===== src/rtl/colshift_pkg.sv =====
package colshift_pkg;
    // default number of data columns in one repair region
    localparam int DEF_HALF_W = 64;
    // number of repair regions in the word
    localparam int NUM_REGIONS = 2;

    // first physical column of a region (data columns plus one spare each)
    function automatic int region_base(input int region, input int half_w);
        return region * (half_w + 1);
    endfunction
endpackage


===== src/rtl/colshift_cfg_reg.sv =====
module colshift_cfg_reg #(
    parameter int IW = 6
) (
    input  logic                 clk,
    input  logic                 rst_n,
    input  logic                 we_i,
    input  logic                 lo_en_i,
    input  logic [IW-1:0]        lo_idx_i,
    input  logic                 hi_en_i,
    input  logic [IW-1:0]        hi_idx_i,
    output logic [1:0]           en_o,
    output logic [1:0][IW-1:0]   idx_o
);
    typedef struct packed {
        logic [1:0]         en;
        logic [1:0][IW-1:0] idx;
    } cfg_state_t;

    cfg_state_t st_d, st_q;

    always_comb begin
        st_d = st_q;
        if (we_i) begin
            st_d.en  = {hi_en_i, lo_en_i};
            st_d.idx = {hi_idx_i, lo_idx_i};
        end
    end

    always_ff @(posedge clk or negedge rst_n) begin
        if (!rst_n) st_q <= '0;
        else        st_q <= st_d;
    end

    assign en_o  = st_q.en;
    assign idx_o = st_q.idx;

    // a strobed load takes the inputs seen at that edge
    assert_cfg_load_R2: assert property (@(posedge clk) disable iff (!rst_n)
        we_i |=> (en_o == $past({hi_en_i, lo_en_i}) && idx_o == $past({hi_idx_i, lo_idx_i})));

    // without the strobe the settings hold
    assert_cfg_hold_R2: assert property (@(posedge clk) disable iff (!rst_n)
        !we_i |=> ($stable(en_o) && $stable(idx_o)));
endmodule


===== src/rtl/colshift_wr_half.sv =====
module colshift_wr_half #(
    parameter int W  = 64,
    parameter int IW = 6
) (
    input  logic          clk,
    input  logic          rst_n,
    input  logic          en_i,
    input  logic [IW-1:0] f_i,
    input  logic [W-1:0]  d_i,
    output logic [W:0]    p_o
);
    for (genvar j = 0; j <= W; j++) begin : g_col
        localparam int JJ = j;
        if (j == 0) begin : g_bot
            assign p_o[j] = (en_i && int'(f_i) == JJ) ? 1'b0 : d_i[j];
        end else if (j == W) begin : g_spare
            assign p_o[j] = (en_i && int'(f_i) < W) ? d_i[W-1] : 1'b0;
        end else begin : g_mid
            always_comb begin
                if (en_i && int'(f_i) < JJ)       p_o[j] = d_i[j-1];
                else if (en_i && int'(f_i) == JJ) p_o[j] = 1'b0;
                else                              p_o[j] = d_i[j];
            end
        end
    end

    // the faulty column carries no data
    assert_fault_col_idle_R4: assert property (@(posedge clk) disable iff (!rst_n)
        en_i |-> (p_o[f_i] == 1'b0));

    // an unused spare is held low
    assert_spare_idle_R4: assert property (@(posedge clk) disable iff (!rst_n)
        !en_i |-> (p_o[W] == 1'b0));
endmodule


===== src/rtl/colshift_rd_half.sv =====
module colshift_rd_half #(
    parameter int W  = 64,
    parameter int IW = 6
) (
    input  logic          clk,
    input  logic          rst_n,
    input  logic          en_i,
    input  logic [IW-1:0] f_i,
    input  logic [W:0]    p_i,
    output logic [W-1:0]  q_o
);
    for (genvar i = 0; i < W; i++) begin : g_bit
        localparam int II = i;
        assign q_o[i] = (en_i && int'(f_i) <= II) ? p_i[i+1] : p_i[i];
    end

    // the top logical bit comes from the spare whenever repair is on
    assert_top_from_spare_R5: assert property (@(posedge clk) disable iff (!rst_n)
        (en_i && int'(f_i) < W) |-> (q_o[W-1] == p_i[W]));
endmodule


===== src/rtl/colshift_steer.sv =====
module colshift_steer #(
    parameter int HALF_W = colshift_pkg::DEF_HALF_W,
    parameter int IDX_W  = $clog2(HALF_W),
    parameter int DATA_W = 2 * HALF_W,
    parameter int PHYS_W = 2 * (HALF_W + 1)
) (
    input  logic              clk,
    input  logic              rst_n,
    input  logic              cfg_we_i,
    input  logic              cfg_lo_en_i,
    input  logic [IDX_W-1:0]  cfg_lo_idx_i,
    input  logic              cfg_hi_en_i,
    input  logic [IDX_W-1:0]  cfg_hi_idx_i,
    input  logic [DATA_W-1:0] wr_data_i,
    output logic [PHYS_W-1:0] arr_wdata_o,
    input  logic [PHYS_W-1:0] arr_rdata_i,
    output logic [DATA_W-1:0] rd_data_o
);
    import colshift_pkg::*;

    localparam int REG_W = HALF_W + 1;

    logic [1:0]            en_q;
    logic [1:0][IDX_W-1:0] idx_q;

    colshift_cfg_reg #(.IW(IDX_W)) i_cfg (
        .clk      (clk),
        .rst_n    (rst_n),
        .we_i     (cfg_we_i),
        .lo_en_i  (cfg_lo_en_i),
        .lo_idx_i (cfg_lo_idx_i),
        .hi_en_i  (cfg_hi_en_i),
        .hi_idx_i (cfg_hi_idx_i),
        .en_o     (en_q),
        .idx_o    (idx_q)
    );

    for (genvar h = 0; h < NUM_REGIONS; h++) begin : g_region
        localparam int PB = region_base(h, HALF_W);

        colshift_wr_half #(.W(HALF_W), .IW(IDX_W)) i_wr (
            .clk   (clk),
            .rst_n (rst_n),
            .en_i  (en_q[h]),
            .f_i   (idx_q[h]),
            .d_i   (wr_data_i[h*HALF_W +: HALF_W]),
            .p_o   (arr_wdata_o[PB +: REG_W])
        );

        colshift_rd_half #(.W(HALF_W), .IW(IDX_W)) i_rd (
            .clk   (clk),
            .rst_n (rst_n),
            .en_i  (en_q[h]),
            .f_i   (idx_q[h]),
            .p_i   (arr_rdata_i[PB +: REG_W]),
            .q_o   (rd_data_o[h*HALF_W +: HALF_W])
        );
    end

    // a faithful loop-back through the array restores the logical word
    assert_round_trip_R7: assert property (@(posedge clk) disable iff (!rst_n)
        (arr_rdata_i == arr_wdata_o) |-> (rd_data_o == wr_data_i));
endmodule


===== config.mk =====
export PLATFORM = sky130hd
export DESIGN_NAME = colshift_steer
export DESIGN_NICKNAME = d
export VERILOG_FILES = /design/src/rtl/colshift_pkg.sv /design/src/rtl/colshift_cfg_reg.sv /design/src/rtl/colshift_wr_half.sv /design/src/rtl/colshift_rd_half.sv /design/src/rtl/colshift_steer.sv
export SDC_FILE = /design/constraint.sdc
export NUM_CORES = 1
export LEC_CHECK = 0
export BUFFER_PORTS_ARGS = -buffer_cell sky130_fd_sc_hd__buf_2
export CAP_MARGIN = 20
export CORE_AREA = 2 2 208 210
export DETAILED_ROUTE_END_ITERATION = 16
export DIE_AREA = 0 0 210 212
export GPL_TIMING_DRIVEN = 0
export SLEW_MARGIN = 10
export SYNTH_ARGS = -nofsm -noshare
export SYNTH_HDL_FRONTEND = slang
export SYNTH_SLANG_ARGS = --single-unit

===== constraint.sdc =====
create_clock -name clk -period 1.9 [get_ports clk]
set_input_delay 0.19 -clock clk [delete_from_list [all_inputs] [get_ports clk]]
set_output_delay 0.19 -clock clk [all_outputs]
set_load 0.005 [all_outputs]

### Yosys cells after proc, flatten, opt, wreduce, memory -nomap -nowiden

Index checks and enable logic that the tools add are counted.

| operators by class | value |
|---|---|
| magnitude comparators | 252 |
| equal/unequal tests | 126 |
| mux-type cells | 384 |
| reductions and logical operators | 382 |

Operators with widths:

| kind | number |
|---|---|
| 6-bit equality test (second input constant) | 64 |
| 6-bit less-than comparator (second input constant) | 64 |
| 1-bit two-way mux | 384 |
| 1-bit logical AND | 380 |
| 6-bit less-or-equal comparator (second input constant) | 62 |
| 6-bit by 5-bit equality test with 1-bit output (second input constant) | 32 |
| 6-bit by 5-bit less-or-equal comparator with 1-bit output (second input constant) | 32 |
| 6-bit by 5-bit less-than comparator with 1-bit output (second input constant) | 32 |
| 6-bit by 4-bit equality test with 1-bit output (second input constant) | 16 |
| 6-bit by 4-bit less-or-equal comparator with 1-bit output (second input constant) | 16 |
| 6-bit by 4-bit less-than comparator with 1-bit output (second input constant) | 16 |
| 6-bit by 3-bit equality test with 1-bit output (second input constant) | 8 |
| 6-bit by 3-bit less-or-equal comparator with 1-bit output (second input constant) | 8 |
| 6-bit by 3-bit less-than comparator with 1-bit output (second input constant) | 8 |
| 6-bit by 2-bit equality test with 1-bit output (second input constant) | 4 |
| 6-bit by 1-bit less-or-equal comparator with 1-bit output (second input constant) | 4 |
| 6-bit by 2-bit less-or-equal comparator with 1-bit output (second input constant) | 4 |
| 6-bit by 2-bit less-than comparator with 1-bit output (second input constant) | 4 |
| 6-bit by 1-bit equality test with 1-bit output (second input constant) | 2 |
| 6-bit logical NOT | 2 |
| 6-bit by 1-bit less-than comparator with 1-bit output (second input constant) | 2 |

| word-level totals | value |
|---|---|
| flip-flop bits (word level) | 14 |
| output and inout port bits | 258 |

### Logic depth before layout (Yosys ltp)

Gate-level depths: netlist of the first run.

| logic depth | value |
|---|---|
| word-level depth | 4 |
| gate-level depth with buffers | 6 |
| gate-level depth less buffers | 4 |

### Cells and area by module

A second synthesis of the first run with hierarchy kept.

| unflattened totals | value |
|---|---|
| cells, all modules | 997 |
| area total of the unflattened synthesis | 6732.7 um^2 |

Modules (own cells, without submodules):

| module | times used | cells each | area each (um^2) |
|---|---|---|---|
| colshift_wr_half | 2 | 293 | 1679.1 |
| colshift_rd_half | 2 | 191 | 1427.6 |
| colshift_cfg_reg | 1 | 29 | 519.2 |

### Least setup slack after synthesis of the first run

OpenSTA, ideal clock, no wires.

| path | value |
|---|---|
| path type | register to output |
| start | register i_cfg.st_q (netlist bit i_cfg.idx_o[4]) |
| end | output rd_data_o[0] |
| data arrival time | 1.656 ns |
| data required time | 1.710 ns |
| setup slack | 0.054 ns |
| cell stages (with the launch flop) | 6 |
| cells stage by stage | dfrtp_1 > buf_2 > nor4b_4 > nand2_1 > nor2_1 > mux2_1 |

| between the ends | value |
|---|---|
| longest elaborated chain between the ends | 3 |

Ends and longest elaborated chain:

| item | line | text |
|---|---|---|
| start: declaration | colshift_cfg_reg.sv:19 | `cfg_state_t st_d, st_q;` |
| start signal: assignment | colshift_cfg_reg.sv:31 | `else st_q <= st_d;` |
| 6-bit by 1-bit less-or-equal comparator with 1-bit output | colshift_rd_half.sv:14 | `assign q_o[i] = (en_i && int'(f_i) <= II) ? p_i[i+1] : p_i[i];` |
| 1-bit logical AND | colshift_rd_half.sv:14 |  |
| 1-bit two-way mux | colshift_rd_half.sv:14 |  |
| end: declaration | colshift_steer.sv:17 | `output logic [DATA_W-1:0] rd_data_o` |

No other way between the ends.

### Worst setup path after layout of the first run

| path | value |
|---|---|
| start | register i_cfg.st_q (netlist bit i_cfg.idx_o[7]) |
| end | output rd_data_o[108] |

| between the ends | value |
|---|---|
| longest elaborated chain between the ends | 3 |

Ends and longest elaborated chain:

| item | line |
|---|---|
| 6-bit less-or-equal comparator | colshift_rd_half.sv:14 |
| 1-bit logical AND | colshift_rd_half.sv:14 |
| 1-bit two-way mux | colshift_rd_half.sv:14 |

No other way between the ends.

==> results of run 1 <==
## path summary, 6_finish.rpt
check	from	to	depth (start not counted)
setup / recovery	i_cfg.idx_o[7]	rd_data_o[108]	9
hold / removal	cfg_lo_idx_i[3]	i_cfg.idx_o[3]	3
setup reg to reg	i_cfg.idx_o[10]	i_cfg.idx_o[10]	7
hold reg to reg	i_cfg.idx_o[3]	i_cfg.idx_o[3]	3
max in group asynchronous	rst_n	i_cfg.idx_o[6]	2
min in group asynchronous	rst_n	i_cfg.idx_o[0]	2
## layout make-up
| class | instances | area, µm² | share of cell area (%) |
|---|---|---|---|
| inverter | 60 | 236 | 1.53 |
| clock buffer | 3 | 75.1 | 0.485 |
| multi-input combinational | 625 | 7120 | 46.0 |
| tap | 546 | 683 | 4.41 |
| timing repair buffer | 818 | 6360 | 41.0 |
| buffer | 39 | 619 | 4.00 |
| antenna | 14 | 35.0 | 0.226 |
| sequential | 14 | 363 | 2.34 |
## through the flow
stage,power (µW),hold WS (ns)
4_1_cts,5560,0.146
2_1_floorplan,1870,-0.106
3_5_place_dp,3520,0.175
3_3_place_gp,3520,0.166
5_1_grt,7550,0.165
6_report,7310,0.167
## state kept, by name (all words and copies together) (netlist names)
| signal | count |
|---|---|
| i_cfg.idx_o | 12 |
| i_cfg.en_o | 2 |
## logic make-up after synthesis
family                 after synthesis  share of synthesized area, %
muxes                              141                          30.4
buffers and inverters              109                          8.40
DFF                                 14                          6.70
and+or+nand+nor                    237                          21.8
AOI/OAI and AO/OA                  247                          32.7
## Yosys cell counts, drive strengths merged, types with 3 or more instances
| master | n |
|---|---|
| or3b | 5 |
| a21oi | 23 |
| or2 | 7 |
| nand2 | 123 |
| a31oi | 4 |
| o211ai | 6 |
| o21ai | 97 |
| nor2 | 31 |
| a32o | 25 |
| and2 | 12 |
| nor3 | 7 |
| o31ai | 5 |
| o2bb2ai | 8 |
| dfrtp | 14 |
| buf | 27 |
| nand2b | 10 |
| a21o | 4 |
| o41ai | 6 |
| mux2 | 139 |
| o311ai | 3 |
| o31a | 8 |
| a31o | 3 |
| nand3 | 19 |
| clkbuf | 22 |
| a22o | 34 |
| inv | 58 |
| o21a | 4 |
| o22ai | 6 |
| nor2b | 7 |
## worst register-to-register path: stages (launching register included)
cell	delay, ns
sky130_fd_sc_hd__dfrtp_2	0.45
sky130_fd_sc_hd__buf_6	0.17
sky130_fd_sc_hd__buf_12	0.15
sky130_fd_sc_hd__buf_6	0.13
sky130_fd_sc_hd__buf_12	0.14
sky130_fd_sc_hd__buf_4	0.15
sky130_fd_sc_hd__buf_4	0.13
sky130_fd_sc_hd__mux2_2	0.26
## power groups by stage
stage | Sequential [µW] | Combinational [µW] | Clock [µW]
2_1_floorplan | 349 | 1520 | 0
3_3_place_gp | 362 | 3160 | 0
3_5_place_dp | 364 | 3150 | 0
4_1_cts | 377 | 4730 | 450
5_1_grt | 384 | 6710 | 461
6_report | 382 | 6490 | 435
## metal layers
layer / routed length [µm] / track usage, % / part of all wire (%) / vias up
li1: - / - / - / 4415
met1: 19000 / 20.5 / 33 / 5053
met2: 28600 / 38.7 / 50 / 807
met3: 4630 / 4.64 / 8.1 / 289
met4: 4950 / 14.3 / 8.7 / 6
met5: 35 / 0 / 0.061 / -
## timing repair
| item | in CTS | in global routing |
|---|---|---|
| cloned | 11 | 7 |
| setup endpoints to repair | 258 | 255 |
| pin swaps | 85 | 186 |
| resized for setup | 577 | 487 |
| hold buffers | 1 | 0 |
| hold endpoints to repair | 14 | 0 |
| setup buffers | 130 | 149 |
==> results.rst, run 1 <==
.. list-table::
   :header-rows: 1

   * - Metric
     - Value
   * - Outcome
     - complete, but fails checks
   * - Violations in the final reports
     - setup timing
   * - Area of all placed cells without fillers
     - 15500 µm²
   * - Worst VDD drop
     - 0.251 mV
   * - Ratio of final minimum period to clock period
     - 126%
   * - Cell area reported after detailed placement
     - 8570 µm²
   * - Summed instance area of the synthesized netlist
     - 5230 µm²
   * - Top cell family by delay on the critical path
     - buffers and inverters
   * - Synthesized net count
     - 1023
   * - Worst hold path class
     - input pin to register
   * - Detailed-route wire length
     - 57.2 mm
   * - Shortest period the worst path allows
     - 2.39 ns
   * - Layout-stage area growth over the synthesis result
     - 196%
   * - Crit-path slowest cell
     - sky130_fd_sc_hd__dfrtp_2
   * - Total number of vias
     - 10600
   * - Number of synthesized flops with an enable pin
     - 0
   * - Wirelength per Cell
     - between 20 and 30 µm
   * - Cell chain of the critical path
     - buf_4, buf_6, clkbuf_8, buf_4, o211a_4, o21ai_4, nand2_2, mux2_4, buf_6
   * - RSZ-0062 raised after global routing
     - true
   * - HPWL after detailed placement
     - just under 40 mm
   * - Number of detailed-route iterations in the first pass
     - 5
   * - Remaining number of nets flagged by the antenna check after routing
     - 0
   * - Non-filler cells, final
     - about 2100
   * - Antenna violations before repair
     - 20
   * - Number of standard-cell rows in the floorplan
     - 76
   * - Proportion of synthesized flip-flops having asynchronous set or reset
     - 100%
   * - Placed Cells
     - 1825
   * - Most common flop cell mapped by yosys
     - sky130_fd_sc_hd__dfrtp_1
   * - Number of global-route vias before repair
     - 9869
   * - Utilization of the core after routing
     - 36.5%
   * - Sequential power share
     - 5.2%
   * - Routed vias/inst
     - 4.99
   * - Commonest cells after routing, fill and taps aside
     - sky130_fd_sc_hd__buf_2 (435), sky130_fd_sc_hd__buf_6 (220), sky130_fd_sc_hd__buf_4 (126)
   * - Cell taking the most area after synthesis
     - sky130_fd_sc_hd__mux2_2
   * - Instance count of the mapped netlist
     - 748
   * - Die X-Extent
     - about 210 µm
   * - Fmax
     - 418 MHz
   * - Maximum number of pins on one net before global-route repair
     - 15
   * - Largest clock skew in the final design
     - 0 ns
   * - Share of the synthesized area in the top cell type
     - around a quarter
   * - Number of fillers in the final layout
     - about 4000
   * - Tot GR Track Use
     - 20.7%
   * - Category of the most critical setup path
     - register to output pin
   * - CTS tree
     - done
   * - Placement Setup Slack
     - -0.856 ns
   * - Critical path buffers and inverters
     - 5
   * - Power per cell area
     - 472 nW/µm²
   * - Final TNS setup
     - -62.68 ns
   * - Average instance area after synthesis
     - 6.99 µm²
   * - Clock insertion delay at the later pin of the skew report
     - 0.26 ns
   * - Net switching power figure
     - 3330 µW
   * - Die Outline Area
     - 44500 µm²
   * - Maximum count of clock buffers along a single path
     - 2
   * - Setup WS post-layout
     - -0.493 ns
   * - Initial core utilization
     - 12.3%
   * - Pint
     - 3970 µW
   * - Global-route wire length before repair
     - 67.6 mm
   * - Part of the total power dissipated in the clock network
     - 5.9%
   * - Flop-to-flop setup slack
     - 0.21 ns
   * - DR iter-0 viols
     - 720
   * - Portion of the post-synthesis area used by sequential elements
     - 6.70%
   * - Critical path required time
     - 1.71 ns
   * - Maximum fanout along the worst path
     - 5
   * - Net count, final
     - around 1800
   * - Number of I/O pins
     - ~530
   * - Leakage
     - 0.00745 µW
   * - Total of flip-flops plus latches after synthesis
     - 14
   * - Worst rel slew slack
     - 37.4%
   * - Data arrival time of the worst path
     - approximately 2.2 ns
   * - Switching part of the total
     - 45.6%
   * - Max-capacitance violation count
     - 0
   * - Commonest non-fill, non-tap cell in the layout
     - sky130_fd_sc_hd__buf_2
   * - Cell chosen for the clock root
     - sky130_fd_sc_hd__clkbuf_16
   * - Number of pins with negative max-slew slack in the final report
     - 0
   * - Clock slew at reported path FFs
     - 0.06 ns
   * - Sinks on the clock net
     - 14
   * - Element type at the critical path start
     - register
   * - Final count of negative-setup-slack endpoints
     - 256
   * - Residual DRC count
     - 0
   * - Fraction of layout instances using a drive strength above 1
     - a little over four fifths
   * - Number of buffers created by CTS
     - 3
   * - Deepest level of the CTS H-tree
     - 1
   * - Core region area
     - 42500 µm²
   * - Routability congestion estimate
     - 0.962
   * - Sort of element at the end of the critical path
     - output pin
   * - Die outline height
     - roughly 210 µm
   * - Hold Fails Final Rpt
     - 0
   * - Synth cell types
     - 60
   * - Total gr overflow
     - 0
   * - Total of warnings raised by yosys
     - 0
   * - Part of the total power dissipated in combinational logic
     - between 80% and 90%
   * - Delay of the slowest critical-path stage
     - 0.43 ns
   * - Number of input and output port buffers inserted
     - 531
   * - Area contributors post-synth
     - sky130_fd_sc_hd__mux2_2 (25%), sky130_fd_sc_hd__nand2_1 (8.8%), sky130_fd_sc_hd__o21ai_0 (6.9%)
   * - Slew at the pin with the worst max-slew slack
     - between 0.9 and 1 ns
Power figures use the tool's default switching activity.
==> inputs of run 2 (changes only) <==
Settings changed: PLACE_DENSITY set to 0.39, SKIP_LAST_GASP set to 1.
==> run 2 against run 1 <==
The run still ends with setup timing left. Count of clock-buffer cells in the layout is the same. Global-route usage shrank 1.1 points. Sequential cell count is the same. Cell area shrank 0.37%. Sequential share of layout area is essentially flat. Worst hold slack gained 0.0020 ns. Register-to-register slack gained 0.06 ns.
==> results.rst, run 2 (same netlist as run 1, synthesis figures left out) <==
.. list-table::
   :header-rows: 1

   * - Metric
     - Value
   * - Ratio of final minimum period to clock period
     - 122%
   * - Outcome
     - complete, but fails checks
   * - Core region area
     - 42500 µm²
   * - Max FFs per register
     - 12
   * - Number of buffers created by CTS
     - 3
   * - Maximum number of pins on one net before global-route repair
     - 15
   * - Data arrival time of the worst path
     - 2.14 ns
   * - Die outline height
     - 212 µm
   * - Fraction of layout instances using a drive strength above 1
     - ~83%
   * - DR iter-0 viols
     - 335
   * - Worst rel slew slack
     - 46.0%
   * - HPWL after detailed placement
     - 36.5 mm
   * - Non-filler cells, final
     - 2113
   * - Final count of negative-setup-slack endpoints
     - 247
   * - Total gr overflow
     - 0
   * - Slew at the pin with the worst max-slew slack
     - just over 0.8 ns
   * - Shortest period the worst path allows
     - 2.33 ns
   * - Category of the most critical setup path
     - register to output pin
   * - Number of input and output port buffers inserted
     - 531
   * - Global-route wire length before repair
     - 65.4 mm
   * - Net count, final
     - 1832
   * - Commonest cells after routing, fill and taps aside
     - sky130_fd_sc_hd__buf_2 (440), sky130_fd_sc_hd__buf_6 (236), sky130_fd_sc_hd__buf_4 (106)
   * - RSZ-0062 raised after global routing
     - true
   * - Number of global-route vias before repair
     - around 10000
   * - Origin of the worst setup path
     - i_cfg.idx_o[7]
   * - FF-to-FF Start
     - i_cfg.idx_o[9]
   * - Max-capacitance violation count
     - 0
   * - Number of standard-cell rows in the floorplan
     - 76
   * - Setup WS post-layout
     - -0.425 ns
   * - Number of I/O pins
     - 533
   * - Area of all placed cells without fillers
     - 15400 µm²
   * - Post-route total power
     - 7020 µW
   * - Deepest level of the CTS H-tree
     - 1
   * - Largest clock skew in the final design
     - 0 ns
   * - Cell area reported after detailed placement
     - between 8000 and 9000 µm²
   * - Final hold slack
     - 0.169 ns
   * - Violations in the final reports
     - setup timing
   * - Residual DRC count
     - 0
   * - Worst VDD drop
     - 0.232 mV
   * - Cell chosen for the clock root
     - sky130_fd_sc_hd__clkbuf_16
   * - Tot GR Track Use
     - 19.6%
   * - Clock slew at reported path FFs
     - 0.05 ns
   * - Die Outline Area
     - about 45000 µm²
   * - CTS tree
     - done
   * - Worst hold start
     - cfg_lo_idx_i[2]
   * - Routability congestion estimate
     - 0.905
   * - Sinks on the clock net
     - 14
   * - Remaining number of nets flagged by the antenna check after routing
     - 0
   * - Maximum count of clock buffers along a single path
     - 2
   * - Fmax
     - between 400 and 500 MHz
   * - Leakage
     - between 0.007 and 0.008 µW
   * - Critical path required time
     - 1.71 ns
   * - Placed Cells
     - 1825
   * - Element type at the critical path start
     - register
   * - Wirelength per Cell
     - 22.9 µm
   * - Initial core utilization
     - between 10 and 15%
   * - Die X-Extent
     - about 210 µm
   * - Layout-stage area growth over the synthesis result
     - 195%
   * - Worst hold path class
     - input pin to register
   * - Commonest non-fill, non-tap cell in the layout
     - sky130_fd_sc_hd__buf_2
   * - Routed vias/inst
     - between 4 and 5
   * - Number of pins with negative max-slew slack in the final report
     - 0
   * - Hold Fails Final Rpt
     - 0
   * - Sort of element at the end of the critical path
     - output pin
   * - Total number of vias
     - 9788
   * - Maximum fanout along the worst path
     - 4
   * - Detailed-route wire length
     - 48.4 mm
   * - Antenna violations before repair
     - 16
   * - Number of detailed-route iterations in the first pass
     - 4
   * - Power per cell area
     - approximately 450 nW/µm²
   * - Clock insertion delay at the later pin of the skew report
     - 0.25 ns
## run 2: final timing paths
check | slack (ns) | depth (start not counted) | to
setup / recovery | -0.43 | 5 | rd_data_o[68]
hold / removal | 0.17 | 3 | i_cfg.idx_o[2]
setup reg to reg | 0.27 | 7 | i_cfg.idx_o[9]
hold reg to reg | 1.00 | 4 | i_cfg.idx_o[8]
max in group asynchronous | 1.10 | 2 | i_cfg.idx_o[6]
min in group asynchronous | 0.47 | 2 | i_cfg.idx_o[0]
## run 2: power breakdown
group / leakage [µW] / total, µW / internal (µW) / switching [µW]
clock: 0.0000370 / 412 / 276 / 136
sequential: 0.000156 / 383 / 332 / 51.0
combinational: 0.00719 / 6230 / 3330 / 2900
total: 0.00738 / 7020 / 3940 / 3080
## run 2: cell type report
class                      instances  area [µm²]
timing repair inverter             1        11.3
buffer                            42         627
multi-input combinational        626        7110
timing repair buffer             809        6280
sequential                        14         363
clock buffer                       3        75.1
fill                            4249       27100
antenna                           12        30.0
inverter                          60         262
tap                              546         683
## run 2: worst max-delay path, stage by stage (launching register included)
cell                      delay [ns]
sky130_fd_sc_hd__dfrtp_2        0.45
sky130_fd_sc_hd__or3b_4         0.41
sky130_fd_sc_hd__or2_4          0.25
sky130_fd_sc_hd__a211o_4        0.36
sky130_fd_sc_hd__mux2_4         0.30
sky130_fd_sc_hd__buf_2          0.12
## run 2: repair_timing
action / in CTS / in global routing
setup buffers: 186 / 92
hold endpoints to repair: 14 / 0
hold buffers: 1 / 0
cloned: 14 / 4
endpoints found under the setup margin: 257 / 256
gates resized for setup: 807 / 260
pin swaps: 174 / 139
## run 2: per-layer routing
layer | GRT usage, % | vias up | wire length [µm]
met5 | 0 | - | 20
met1 | 19.1 | 4668 | 16300
met2 | 38.4 | 562 | 25800
li1 | - | 4407 | -
met3 | 3.68 | 149 | 2950
met4 | 11.6 | 2 | 3370
## run 2: through the flow
| stage | util [%] | setup TNS [ns] | worst slack (ns) |
|---|---|---|---|
| after floorplan | - | 0 | 0.0539 |
| final | 36.3 | -47.06 | -0.425 |
| after global placement | 20.2 | -71.10 | -0.885 |
| after CTS | 32.1 | -44.37 | -0.432 |
| after global routing | 36.3 | -61.33 | -0.476 |
| after detailed placement | 20.2 | -69.32 | -0.894 |
==> inputs of run 3 (changes only) <==
--- a/config.mk
+++ b/config.mk
@@ -9,7 +9,7 @@
 export CAP_MARGIN = 20
-export CORE_AREA = 2 2 208 210
+export CORE_AREA = 10 10 199 201
 export DETAILED_ROUTE_END_ITERATION = 16
-export DIE_AREA = 0 0 210 212
+export DIE_AREA = 0 0 209 211
 export GPL_TIMING_DRIVEN = 0
-export PLACE_DENSITY = 0.39
+export PLACE_DENSITY = 0.43
 export SKIP_LAST_GASP = 1
==> constraint.sdc (replaced) <==
create_clock -name clk -period 1.9 [get_ports clk]
set_input_delay 0.095 -clock clk [delete_from_list [all_inputs] [get_ports clk]]
set_output_delay 0.095 -clock clk [all_outputs]
set_load 0.005 [all_outputs]
==> run 3 against run 2 <==
The run still ends with setup timing left. Global-route usage grew 1.9 points. Largest power group unchanged. Register-to-register slack gained 0.14 ns. Highest routed layer unchanged. Die area shrank 0.95%. Sequential cell count is the same. Via count is essentially flat. Count of clock-buffer cells in the layout is the same. Final cell count shrank 5.7%. Setup slack gained 0.060 ns. Worst hold slack lost 0.092 ns. Sequential power is essentially flat. Total power shrank 4.2%.
==> results.rst, run 3 (same netlist as run 1, synthesis figures left out) <==
.. list-table::
   :header-rows: 1

   * - Metric
     - Value
   * - Setup WS post-layout
     - -0.365 ns
   * - Delay of the slowest critical-path stage
     - 0.44 ns
   * - Global-route wire length before repair
     - 72.9 mm
   * - Die Outline Area
     - 44100 µm²
   * - CTS tree
     - done
   * - Initial core utilization
     - 14.8%
   * - Violations in the final reports
     - setup timing
   * - Number of pins with negative max-slew slack in the final report
     - 0
   * - Leakage
     - between 0.007 and 0.008 µW
   * - Max-capacitance violation count
     - 0
   * - Commonest non-fill, non-tap cell in the layout
     - sky130_fd_sc_hd__buf_2
   * - Final TNS setup
     - -25.18 ns
   * - Number of global-route vias before repair
     - 10400
   * - Category of the most critical setup path
     - register to output pin
   * - DR iter-0 viols
     - 469
   * - Tot GR Track Use
     - approximately 22%
   * - Cell chain of the critical path
     - or3b_4, or2_1, a211o_1, mux2_4, buf_6
   * - Max FFs per register
     - 12
   * - Total number of vias
     - 9791
   * - Placed Cells
     - 1740
   * - Number of detailed-route iterations in the first pass
     - 4
   * - Data arrival time of the worst path
     - 2.17 ns
   * - Ratio of final minimum period to clock period
     - 119%
   * - Maximum fanout along the worst path
     - 6
   * - Worst hold start
     - cfg_lo_idx_i[2]
   * - Power per cell area
     - 461 nW/µm²
   * - Net count, final
     - between 1500 and 2000
   * - Maximum number of pins on one net before global-route repair
     - 15
   * - Area of all placed cells without fillers
     - 14600 µm²
   * - Final hold slack
     - around 0.077 ns
   * - Antenna violations before repair
     - 17
   * - Slew at the pin with the worst max-slew slack
     - 0.704 ns
   * - Core region area
     - around 35000 µm²
   * - Fmax
     - 441 MHz
   * - Number of buffers created by CTS
     - 3
   * - RSZ-0062 raised after global routing
     - true
   * - Number of standard-cell rows in the floorplan
     - 69
   * - Top cell family by delay on the critical path
     - simple AND/OR/NAND/NOR gates
   * - Clock slew at reported path FFs
     - 0.05 ns
   * - Sinks on the clock net
     - 14
   * - Origin of the worst setup path
     - i_cfg.idx_o[7]
   * - HPWL after detailed placement
     - around 42 mm
   * - Maximum count of clock buffers along a single path
     - 2
   * - Layout-stage area growth over the synthesis result
     - 179%
   * - Worst rel slew slack
     - 53.1%
   * - Shortest period the worst path allows
     - 2.27 ns
   * - Hold Fails Final Rpt
     - 0
   * - Residual DRC count
     - 0
   * - Outcome
     - complete, but fails checks
   * - Commonest cells after routing, fill and taps aside
     - sky130_fd_sc_hd__buf_2 (443), sky130_fd_sc_hd__buf_6 (210), sky130_fd_sc_hd__buf_4 (110)
   * - Fraction of layout instances using a drive strength above 1
     - 81.8%
   * - Remaining number of nets flagged by the antenna check after routing
     - 0
   * - Total gr overflow
     - 0
   * - Worst hold path class
     - input pin to register
   * - Routability congestion estimate
     - 0.941
   * - Deepest level of the CTS H-tree
     - 1
   * - Routed vias/inst
     - 4.92
   * - Sort of element at the end of the critical path
     - output pin
   * - Die X-Extent
     - 209 µm
   * - Die outline height
     - 211 µm
   * - Final count of negative-setup-slack endpoints
     - 215
   * - Largest clock skew in the final design
     - 0 ns
   * - Critical path buffers and inverters
     - 1
   * - Clock insertion delay at the later pin of the skew report
     - 0.25 ns
   * - Wirelength per Cell
     - 27.2 µm
   * - Detailed-route wire length
     - 54.2 mm
   * - Number of input and output port buffers inserted
     - ~530
   * - Utilization of the core after routing
     - 41.2%
   * - Number of I/O pins
     - 533
   * - FF-to-FF Start
     - i_cfg.idx_o[9]
   * - Cell area reported after detailed placement
     - around 8500 µm²
   * - Worst VDD drop
     - 0.250 mV
   * - Critical path required time
     - 1.80 ns
   * - Cell chosen for the clock root
     - sky130_fd_sc_hd__clkbuf_16
   * - Non-filler cells, final
     - 1992
   * - Crit-path slowest cell
     - sky130_fd_sc_hd__dfrtp_2
   * - Element type at the critical path start
     - register
-- run 3: where the power goes --
| group | total (µW) | switching, µW | internal, µW |
|---|---|---|---|
| logic | 5940 | 2850 | 3090 |
| registers | 382 | 49.6 | 332 |
| clock network | 401 | 125 | 276 |
-- run 3: metal layers --
layer | up-vias | wire length (µm) | GRT usage, % | part of all wire (%)
met5 | - | 31 | 0 | 0.057
met4 | 4 | 2510 | 8.41 | 4.6
met3 | 131 | 4370 | 6.25 | 8.1
met2 | 564 | 29000 | 41.9 | 53
met1 | 4751 | 18300 | 20.9 | 34
li1 | 4341 | - | - | -
-- run 3: path summary, 6_finish.rpt --
check                            endpoint  slack [ns]  depth (start not counted)
hold reg to reg            i_cfg.idx_o[0]        0.89                          3
setup reg to reg           i_cfg.idx_o[9]        0.41                          6
max in group asynchronous  i_cfg.idx_o[6]        1.26                          2
min in group asynchronous  i_cfg.idx_o[0]        0.33                          2
setup / recovery            rd_data_o[68]       -0.37                          5
hold / removal             i_cfg.idx_o[2]        0.08                          3
-- run 3: layout make-up --
class	instances	area [µm²]
Fill cell	3474	20800
Tap cell	461	577
Antenna cell	6	15.0
Buffer	43	616
Sequential cell	14	364
Inverter	60	253
Clock buffer	3	75.1
Timing Repair Buffer	779	5830
Multi-Input combinational cell	626	6850
-- run 3: metrics by stage --
| step | setup slack, ns | power (µW) |
|---|---|---|
| floorplan | 0.149 | 1870 |
| detailed placement | -0.630 | 3550 |
| finish | -0.365 | 6730 |
| global placement | -0.632 | 3570 |
| global route | -0.416 | 7050 |
| CTS | -0.317 | 5570 |
-- run 3: worst min-delay path, delay by kind of cell --
kind,cells,cell delay [ns]
AOI/OAI and AO/OA,1,0.07
buffers and inverters,1,0.07
and+or+nand+nor,1,0.05
-- run 3: repair_timing --
action / CTS / global route
gates cloned: 9 / 4
resized for setup: 588 / 392
pin swaps: 102 / 167
hold endpoints to repair: 14 / 0
hold buffers: 1 / 0
endpoints found under the setup margin: 257 / 250
setup buffers: 145 / 100
